<file path="src/rtl/wgPkg.sv">
package wgPkg;

  localparam int DATA_W  = 8;
  localparam int SEQ_LEN = 6;

  // strobes from the matcher to the state keeper
  typedef struct packed {
    logic passWr;
    logic badWr;
    logic armUnlock;
    logic startDisarm;
  } wgCtl_t;

  localparam logic [15:0]       ADDR_A      = 16'h5555;
  localparam logic [15:0]       ADDR_B      = 16'h2AAA;
  localparam logic [DATA_W-1:0] UNLOCK_DATA = 8'hA0;

  // disable sequence, step by step
  function automatic logic [15:0] seqAddr(input int idx);
    case (idx)
      1, 4:    seqAddr = ADDR_B;
      default: seqAddr = ADDR_A;
    endcase
  endfunction

  function automatic logic [DATA_W-1:0] seqData(input int idx);
    case (idx)
      0, 3:    seqData = 8'hAA;
      1, 4:    seqData = 8'h55;
      2:       seqData = 8'h80;
      default: seqData = 8'h20;
    endcase
  endfunction

endpackage

</file>
<file path="src/rtl/wgMatch.sv">
module wgMatch
  import wgPkg::*;
#(
  parameter int ADDR_W = 17
) (
  input  logic              clk,
  input  logic              rstN,
  input  logic              wrStrobe,
  input  logic [ADDR_W-1:0] wrAddr,
  input  logic [DATA_W-1:0] wrData,
  input  logic              busy,
  input  logic              winOpen,
  input  logic              protMode,
  output wgCtl_t            ctl
);

  localparam int CMP_W   = ADDR_W - 2;
  localparam int STEP_W  = $clog2(SEQ_LEN);
  localparam logic [STEP_W-1:0] LAST_STEP   = STEP_W'(SEQ_LEN - 1);
  localparam logic [STEP_W-1:0] BRANCH_STEP = STEP_W'(2);
  localparam logic [15:0] UNLOCK_ADDR = ADDR_A;

  logic [CMP_W-1:0]   addrLo;
  logic [SEQ_LEN-1:0] hitVec;
  logic               unlockHit;
  logic [STEP_W-1:0]  step, stepNext;
  logic               take;

  assign addrLo = wrAddr[CMP_W-1:0];
  assign take   = wrStrobe && !busy;

  generate
    for (genvar k = 0; k < SEQ_LEN; k++) begin : gHit
      localparam logic [15:0]       K_ADDR = seqAddr(k);
      localparam logic [DATA_W-1:0] K_DATA = seqData(k);
      assign hitVec[k] = (addrLo == K_ADDR[CMP_W-1:0]) && (wrData == K_DATA);
    end
  endgenerate

  assign unlockHit = (addrLo == UNLOCK_ADDR[CMP_W-1:0]) && (wrData == UNLOCK_DATA);

  always_comb begin
    ctl      = '0;
    stepNext = step;
    if (take) begin
      if (winOpen) begin
        ctl.passWr = 1'b1;
      end else if (step == BRANCH_STEP && unlockHit) begin
        ctl.armUnlock = 1'b1;
        stepNext      = '0;
      end else if (hitVec[step]) begin
        if (step == LAST_STEP) begin
          ctl.startDisarm = 1'b1;
          stepNext        = '0;
        end else begin
          stepNext = STEP_W'(step + 1'b1);
        end
      end else begin
        stepNext   = '0;
        ctl.passWr = !protMode;
        ctl.badWr  = protMode;
      end
    end
  end

  always_ff @(posedge clk) begin
    if (!rstN) step <= '0;
    else       step <= stepNext;
  end

  // a write seen while busy leaves sequence progress alone
  a_r9_busy_hold: assert property (@(posedge clk) disable iff (!rstN)
    (wrStrobe && busy) |=> $stable(step));

  // a refused or forwarded write leaves the matcher idle
  a_r7_verdict_idles: assert property (@(posedge clk) disable iff (!rstN)
    (ctl.badWr || (ctl.passWr && !winOpen)) |=> (step == '0));

endmodule

</file>
<file path="src/rtl/wgState.sv">
module wgState
  import wgPkg::*;
#(
  parameter int   WC_CYCLES  = 8,
  parameter logic PROT_RESET = 1'b0
) (
  input  logic   clk,
  input  logic   rstN,
  input  logic   busy,
  input  wgCtl_t ctl,
  output logic   protMode,
  output logic   winOpen,
  output logic   allowWr,
  output logic   illegalWr
);

  localparam int CNT_W = $clog2(WC_CYCLES + 1);

  logic             busyQ;
  logic             pend;
  logic [CNT_W-1:0] cnt;

  always_ff @(posedge clk) begin
    if (!rstN) begin
      protMode  <= PROT_RESET;
      winOpen   <= 1'b0;
      busyQ     <= 1'b0;
      pend      <= 1'b0;
      cnt       <= '0;
      allowWr   <= 1'b0;
      illegalWr <= 1'b0;
    end else begin
      busyQ     <= busy;
      allowWr   <= ctl.passWr;
      illegalWr <= ctl.badWr;
      if (ctl.armUnlock) begin
        protMode <= 1'b1;
        winOpen  <= 1'b1;
        pend     <= 1'b0;
      end else begin
        if (winOpen && busyQ && !busy) winOpen <= 1'b0;
        if (ctl.startDisarm) begin
          pend <= 1'b1;
          cnt  <= CNT_W'(WC_CYCLES - 1);
        end else if (pend) begin
          if (cnt == '0) begin
            pend     <= 1'b0;
            protMode <= 1'b0;
          end else begin
            cnt <= cnt - 1'b1;
          end
        end
      end
    end
  end

  // a page window exists only under protection
  a_r5_window_protected: assert property (@(posedge clk) disable iff (!rstN)
    winOpen |-> protMode);

  // protection rises only on an accepted unlock
  a_r4_rise_on_unlock: assert property (@(posedge clk) disable iff (!rstN)
    $rose(protMode) |-> $past(ctl.armUnlock));

  // protection falls only when the disable delay runs out
  a_r8_fall_after_delay: assert property (@(posedge clk) disable iff (!rstN)
    $fell(protMode) |-> $past(pend));

endmodule

</file>
<file path="src/rtl/writeGuard.sv">
module writeGuard
  import wgPkg::*;
#(
  parameter int   ADDR_W     = 17,
  parameter int   WC_CYCLES  = 8,
  parameter logic PROT_RESET = 1'b0
) (
  input  logic              clk,
  input  logic              rstN,
  input  logic              wrStrobe,
  input  logic [ADDR_W-1:0] wrAddr,
  input  logic [7:0]        wrData,
  input  logic              busy,
  output logic              allowWr,
  output logic              protMode,
  output logic              illegalWr
);

  wgCtl_t ctl;
  logic   winOpen;

  wgMatch #(.ADDR_W(ADDR_W)) u_match (
    .clk      (clk),
    .rstN     (rstN),
    .wrStrobe (wrStrobe),
    .wrAddr   (wrAddr),
    .wrData   (wrData),
    .busy     (busy),
    .winOpen  (winOpen),
    .protMode (protMode),
    .ctl      (ctl)
  );

  wgState #(.WC_CYCLES(WC_CYCLES), .PROT_RESET(PROT_RESET)) u_state (
    .clk       (clk),
    .rstN      (rstN),
    .busy      (busy),
    .ctl       (ctl),
    .protMode  (protMode),
    .winOpen   (winOpen),
    .allowWr   (allowWr),
    .illegalWr (illegalWr)
  );

  // a write gets at most one verdict
  a_r2_one_verdict: assert property (@(posedge clk) disable iff (!rstN)
    !(allowWr && illegalWr));

  // a busy-time strobe yields no verdict
  a_r9_busy_silent: assert property (@(posedge clk) disable iff (!rstN)
    (wrStrobe && busy) |=> (!allowWr && !illegalWr));

  // a refusal only follows a protected state
  a_r6_refuse_needs_prot: assert property (@(posedge clk) disable iff (!rstN)
    illegalWr |-> $past(protMode));

endmodule

</file>
<file path="config.mk">
export PLATFORM = sky130hd
export DESIGN_NAME = writeGuard
export DESIGN_NICKNAME = d
export VERILOG_FILES = /design/src/rtl/wgPkg.sv /design/src/rtl/wgMatch.sv /design/src/rtl/wgState.sv /design/src/rtl/writeGuard.sv
export SDC_FILE = /design/constraint.sdc
export NUM_CORES = 1
export LEC_CHECK = 0
export ABC_AREA = 1
export BUFFER_PORTS_ARGS = -buffer_cell sky130_fd_sc_hd__buf_2
export CAP_MARGIN = 0
export CORE_UTILIZATION = 50
export DETAILED_ROUTE_END_ITERATION = 10
export HOLD_SLACK_MARGIN = 0.02
export PLACE_DENSITY = 0.86
export SKIP_LAST_GASP = 1
export SLEW_MARGIN = 10
export SYNTH_ARGS = -nofsm -noshare
export SYNTH_HDL_FRONTEND = slang
export SYNTH_HIERARCHICAL = 1
export SYNTH_SLANG_ARGS = --single-unit
export TNS_END_PERCENT = 30
</file>
<file path="constraint.sdc">
create_clock -name clk -period 1.8 [get_ports clk]
set_input_delay 0.18 -clock clk [delete_from_list [all_inputs] [get_ports clk]]
set_output_delay 0.18 -clock clk [all_outputs]
set_load 0.01 [all_outputs]
</file>
==> out/summary.txt, run 1 <==
outcome - finished clean
synthesized cell area - 998.5 um^2
worst min path class - in -> reg
Total GRT Usage - 0.2398
fin nets - 243
Synth Flop Type - dfxtp_1
top cells by count, synth - nand2_1, nor2_1, inv_1
initial antenna violation count - 0
Worst-Margin Slew - 265.3 ps
Worst IR Drop VDD - 0.5107 mV
diode count - 0
wirelength, routed - 2302 um
die height - 46.69 um
core box area - 1802 um^2
Avg WL per Cell - 9.713 um
Crit Reg-Reg Startpoint - u_match/step[0]
routed wl met3 - 80 um
clock latency on the worst-skew pair - 270 ps
Power Dens Cells - 440.0 nW/um^2
grt total ovfl - 0
WL met2 - 1252 um
most frequent cell after synthesis - nand2_1
Iteration-0 DRC Markers - 40
Post-Syn Instances - 176
WP data required - 1970 ps
worst reg2reg path depth - 12
layout cell share with drive strength beyond 1 - 0.2689
crit-path most repeated cell - nor2_4
worst-path cell chain - inv_2 > nor2_4 > nand4_2 > nor2_2 > nand4_1 > nor2_4 > inv_1 > buf_4 > nand3_1 > nand2_2 > nand2_1 > nor2_1
largest net degree at the start of global routing - 10
CP Max Fanout - 4
Slowest cell on crit path - dfxtp_2
clk sink count - 13
CP max stage delay - 370 ps
Via density - 4.646
Cell Rows - 15
final core area utilization - 0.6875
first-pass GRT wire length - 3808 um
Synth Area per Inst - 5.673 um^2
clock root buffer - clkbuf_4
H-tree depth - 1
final hold slack - 112.7 ps
hold buffers post-CTS - 0
crit share post-route - 0.9214
max layer used - met3
drt pass-1 iters - 4
reg2reg end - u_state/cnt[3]
Synth top area share - 0.2607
CTS tree - done
#FFs+latches synth - 13
clk_skew - 3.154 ps
Post-CTS Setup Bufs - 0
fmax - 0.6030 GHz
Worst Hold End - u_state/busyQ
asr flop ratio synth - 0
Port-buffer cells - 29
CTS Buffer Depth - 2
min-delay src - busy
setup violators final - 0
Final Slew Violations - 0
FF-to-FF setup slack - 140 ps
EDFF count, synth - 0
Layout area overhead - 24.06%
RD Place Congestion - 0.8620
cts bufs inserted - 3
Top Ports - 32
vias in the first global route - 1023
drt drc - 0
Die Wd - 46.69 um
Met1 Routed Length - 968 um
Synth area leaders - dfxtp_1, nand2_1, nor2_1
Mapped Nets - 206
Max transition margin - 0.8225
CP startpoint kind - register
minimum clock period - 1658 ps
max-cap violations - 0
Post-DP HPWL - 1892 um
Unique masters post-synth - 21
crit path DAT - 1830 ps
LEAKAGE - 0.6636 nW
CP endpoint kind - register
Syn. warnings - 6
Final Hold Vio Count - 0
Starting Density - 0.5542
register area share after synthesis - 0.2607
Hold Path Stages - 3
CP Class - reg -> reg
Yosys top cell by area - dfxtp_1
routed vias - 1101
Die Area - 2179 um^2
Post-DRT Antenna Nets - 0
Worst-path clk slew - 80 ps
cell families (layout without fill, tap and decap cells):
family / after synthesis / count (layout) / share of synthesized area
AND/OR/NAND/NOR: 108 / 108 / 0.4925
buffers and inverters: 38 / 74 / 0.1466
AO/OA/AOI/OAI: 15 / 15 / 0.07894
flip-flops: 13 / 13 / 0.2607
adder cells (fa/ha/maj): 1 / 1 / 0.01253
XOR/XNOR: 1 / 1 / 0.008774
worst max-delay path by stage:
stage | startpoint | to | depth (start not counted)
after CTS | u_match/step[0] | u_state/cnt[0] | 11
final | u_match/step[0] | u_state/cnt[3] | 12
after global routing | u_match/step[1] | u_state/cnt[1] | 13
after detailed placement | wrAddr[9] | u_state/cnt[0] | 13
after global placement | u_match/step[0] | u_state/cnt[1] | 11
after floorplan | u_match/step[1] | u_state/cnt[1] | 13
layer usage:
| metal | track usage | up-vias |
|---|---|---|
| li1 | - | 600 |
| met1 | 0.2559 | 475 |
| met2 | 0.4611 | 26 |
| met3 | 0.06667 | 0 |
| met4 | 0.04571 | 0 |
| met5 | 0 | - |
flip-flops by register name (all words and copies together), names as in the netlist:
| register | flops |
|---|---|
| u_match/step | 3 |
| u_state/allowWr | 1 |
| u_state/busyQ | 1 |
| u_state/cnt | 4 |
| u_state/illegalWr | 1 |
| u_state/pend | 1 |
| u_state/protMode | 1 |
| u_state/winOpen | 1 |
layout make-up:
class | instances | area (um^2)
Clock buffer | 4 | 26.28
Tap cell | 25 | 31.28
Fill cell | 179 | 563.0
Sequential cell | 13 | 262.8
Inverter | 37 | 141.4
Timing Repair Buffer | 33 | 175.2
Multi-Input combinational cell | 125 | 601.8
repair_timing:
action                                  4_1_cts  5_1_grt
gates cloned                                  0        0
resized for setup                             1        4
endpoints found under the setup margin        4        5
pin swaps                                     0        0
worst max-delay path, delay by kind of cell (launching register included):
family,cells,cell delay (ps)
flops,1,370
simple gates,9,900
buf+inv,3,290
report_power, final:
part	internal, mW	switching, mW
clock network	0.0858	0.0890
registers	0.289	0.000381
logic	0.0358	0.0448
total	0.411	0.134
cell usage in the layout (no fill, tap or decap):
cell / Yosys / final
a21oi_1: 9 / 9
buf_2: 0 / 29
buf_4: 0 / 4
clkbuf_1: 0 / 1
clkbuf_4: 0 / 3
dfxtp_1: 13 / 11
dfxtp_2: 0 / 2
ha_1: 1 / 1
inv_1: 33 / 33
inv_2: 3 / 3
inv_4: 1 / 1
nand2_1: 45 / 45
nand2_2: 3 / 3
nand2_4: 1 / 1
nand3_1: 11 / 11
nand3_2: 1 / 1
nand4_1: 2 / 2
nand4_2: 1 / 1
nor2_1: 36 / 34
nor2_2: 2 / 3
nor2_4: 4 / 5
nor3_1: 2 / 2
o21ai_0: 5 / 5
o21ai_2: 1 / 1
xor2_1: 1 / 1
per-stage QoR:
step | total power, mW | instance area [um^2] | TNS, ps | setup WS, ps | instances
final | 0.5450 | 1239 | 0 | 141.5 | 237
after global routing | 0.5743 | 1239 | -0.5134 | -0.5134 | 237
after CTS | 0.5516 | 1229 | 0 | 61.34 | 237
after detailed placement | 0.3762 | 1200 | -35.94 | -22.17 | 233
after global placement | 0.3718 | 1200 | 0 | 115.0 | 233
after floorplan | 0.3348 | 998.5 | 0 | 209.7 | 176
Power figures use the tool's default switching activity.
==> inputs of run 2 (changes only) <==
- ABC_AREA: 1 -> unset
- BUFFER_PORTS_ARGS: -buffer_cell sky130_fd_sc_hd__buf_2 -> unset
- DONT_BUFFER_PORTS: unset -> 1
- PLACE_DENSITY: 0.86 -> 0.72
==> run 2 against run 1 <==
The flow now finishes with violations (setup timing). Register-to-register slack lost 180 ps. Setup slack got worse by 180 ps. Sequential share of layout area up 1.7 points. Wire length up 3.3%. Global-route usage is 0.58 points higher. Critical path depth is 7 lower. Clock-buffer cell count unchanged. Final cell count decreased by 39%. First-iteration DRC count is 35% lower. Combinational power down 47%. Critical endpoint is now u_match/step[1].
==> out/summary.txt, run 2 <==
Biggest register - u_state/cnt
CP Buf/Inv Count - 0 (-3)
H-tree depth - 1 (unchanged)
area occupied by multi-input gates - 700.7 um^2 (+16%)
Port-buffer cells - 0 (-100%)
RD Place Congestion - 0.8745 (+1.5%)
Power Dens Cells - 448.9 nW/um^2 (+2.0%)
layout cell share with drive strength beyond 1 - 0.2917 (+0.02280)
Final Slew Violations - 0 (unchanged)
WP data required - 2020 ps (+50 ps)
Regs by FF count - u_state/cnt x4, u_match/step x3
worst min path class - in -> reg
Synth top area share - 0.2909 (+0.03026)
Starting Density - 0.5612 (+0.007058)
first-pass GRT wire length - 3539 um (-7.1%)
Top Ports - 32 (unchanged)
routed vias - 887 (-19%)
Die Wd - 44.30 um (-5.1%)
fin nets - 151 (-38%)
Via density - 6.160 (+33%)
clock root buffer - clkbuf_4
synthesized cell area - 894.6 um^2 (-10%)
Post-DP HPWL - 1634 um (-14%)
wirelength, routed - 2377 um (+3.3%)
drt pass-1 iters - 4 (unchanged)
diode count - 0 (unchanged)
Fillers - 132 (-26%)
Syn. warnings - 6 (unchanged)
CP max stage delay - 510 ps (+140 ps)
failing checks - setup timing
die height - 44.30 um (-5.1%)
grt total ovfl - 0 (unchanged)
Worst-Margin Slew - 534.9 ps (+269.6 ps)
clk_skew - 2.221 ps (-0.9327 ps)
Final Hold Vio Count - 0 (unchanged)
total chip power - 515.1 uW (-5.5%)
top cells by count, synth - dfxtp_1, nor2_1, nand3_1
setup violators final - 3 (+3)
Synth Flop Type - dfxtp_1
outcome - finished, violations left
CTS Buffer Depth - 2 (unchanged)
vias in the first global route - 823 (-20%)
worst-path cell chain - or4b_4 > a2bb2oi_2 > or3b_4 > o41ai_2 > a31o_1
CTS tree - done
CP Class - reg -> reg
crit path DAT - 2060 ps (+230 ps)
Synth Area per Inst - 8.520 um^2 (+50%)
cts bufs inserted - 3 (unchanged)
Total GRT Usage - 0.2456 (+0.005761)
Worst IR Drop VDD - 0.2857 mV (-44%)
Iteration-0 DRC Markers - 26 (-35%)
Worst path top cell family by delay - simple AND/OR/NAND/NOR gates
unrepaired setup endpoints after global routing - yes
Die Area - 1962 um^2 (-10%)
fmax - 0.5443 GHz (-9.7%)
Avg WL per Cell - 16.51 um (+70%)
crit share post-route - 1.021 (+0.09935)
Post-Syn Instances - 105 (-40%)
EDFF count, synth - 0 (unchanged)
Yosys top cell by area - dfxtp_1
LEAKAGE - 0.4481 nW (-32%)
Post-DRT Antenna Nets - 0 (unchanged)
core box area - 1594 um^2 (-12%)
Layout area overhead - 28.25%
Worst-path clk slew - 80 ps (about the same)
Mapped Nets - 135 (-34%)
final hold slack - 27.66 ps (-85.01 ps)
drt drc - 0 (unchanged)
clk sink count - 13 (unchanged)
CP startpoint kind - register
Synth area leaders - dfxtp_1, nor4bb_1, nand4_1
minimum clock period - 1837 ps (+178.8 ps)
asr flop ratio synth - 0 (unchanged)
Cell Rows - 14 (-1)
CP endpoint kind - register
initial antenna violation count - 0 (unchanged)
Slowest cell on crit path - or4b_4
max reg flops - 4 (unchanged)
#FFs+latches synth - 13 (unchanged)
most frequent cell after synthesis - dfxtp_1
register area share after synthesis - 0.2909 (+0.03026)
CP Max Fanout - 2 (-2)
largest net degree at the start of global routing - 19 (+9)
clock latency on the worst-skew pair - 280 ps (about the same)
FF/Latch Area - 262.8 um^2 (unchanged)
commonest non-fill, non-tap cells in the layout - buf_4, dfxtp_1, nand3_1, nor2_1
Max transition margin - 0.6384 (-0.1841)
setup ws final - -37.32 ps (-178.8 ps)
Unique masters post-synth - 43 (+100%)
max-cap violations - 0 (unchanged)
[run 2: cell types whose count changed in the layout (fill, tap and decap cells not counted), sizes merged, moves of 4 or more]
cell    delta
nand2     -44
nor2      -34
inv       -33
buf       -22
a21oi      -6
nand3      -6
nor4bb     +5
and2       +4
and3       +4
nor2b      +4
[run 2: layout make-up]
type	instances	share of cell area
flip-flops and latches	13	0.2290
well taps	24	0.02617
inverters	4	0.01309
multi-input cells	85	0.6107
clock buffers	4	0.02290
repair buffers	14	0.09815
[run 2: timing repair]
action / in CTS / in global routing
endpoints found under the setup margin: 10 / 11
buffers inserted: 0 / 1
endpoints found under the hold margin: 2 / 3
gates cloned: 0 / 0
resized for setup: 3 / 6
hold buffers: 2 / 1
pin swaps: 5 / 2
[run 2: through the flow]
stage	util	area, um^2	worst slack [ps]	instances	setup TNS, ps
floorplan	-	954.7	-76.02	105	-311.5
global placement	0.6523	1040	-112.6	136	-566.1
detailed placement	0.6523	1040	-183.8	136	-919.9
CTS	0.6947	1107	-12.70	142	-31.14
global route	0.7198	1147	-99.18	144	-602.2
finish	0.7198	1147	-37.32	144	-61.16
[run 2: worst paths after layout]
| kind | startpoint | to | slack, ps | cells after the start |
|---|---|---|---|---|
| worst max-delay path | u_match/step[0] | u_match/step[1] | -40 | 5 |
| worst min-delay path | rstN | u_state/busyQ | 30 | 1 |
| worst max register to register | u_match/step[0] | u_match/step[1] | -40 | 5 |
| worst min register to register | u_state/cnt[1] | u_state/cnt[1] | 550 | 1 |
[run 2: kinds of logic after synthesis]
logic type,synth area share
buf+inv,0.03915
compound gates,0.1860
simple gates,0.4601
fa+ha+maj,0.01398
flops,0.2909
xor+xnor,0.009792
[run 2: where the power goes]
| part | internal [mW] | switching [mW] | total (mW) | leakage (nW) |
|---|---|---|---|---|
| registers | 0.289 | 0.00102 | 0.290 | 0.106 |
| clock network | 0.0861 | 0.0961 | 0.182 | 0.0150 |
| logic | 0.0259 | 0.0166 | 0.0425 | 0.327 |
[run 2: routing by layer]
layer  wire length [um]  share of wire  global-route usage  vias up
li1                   -              -                   -      440
met1               1028           0.43              0.3075      400
met2               1163           0.49              0.4235       44
met3                171          0.072             0.07347        3
met4                 13         0.0055             0.03636        0
met5                  0              0                   0        -
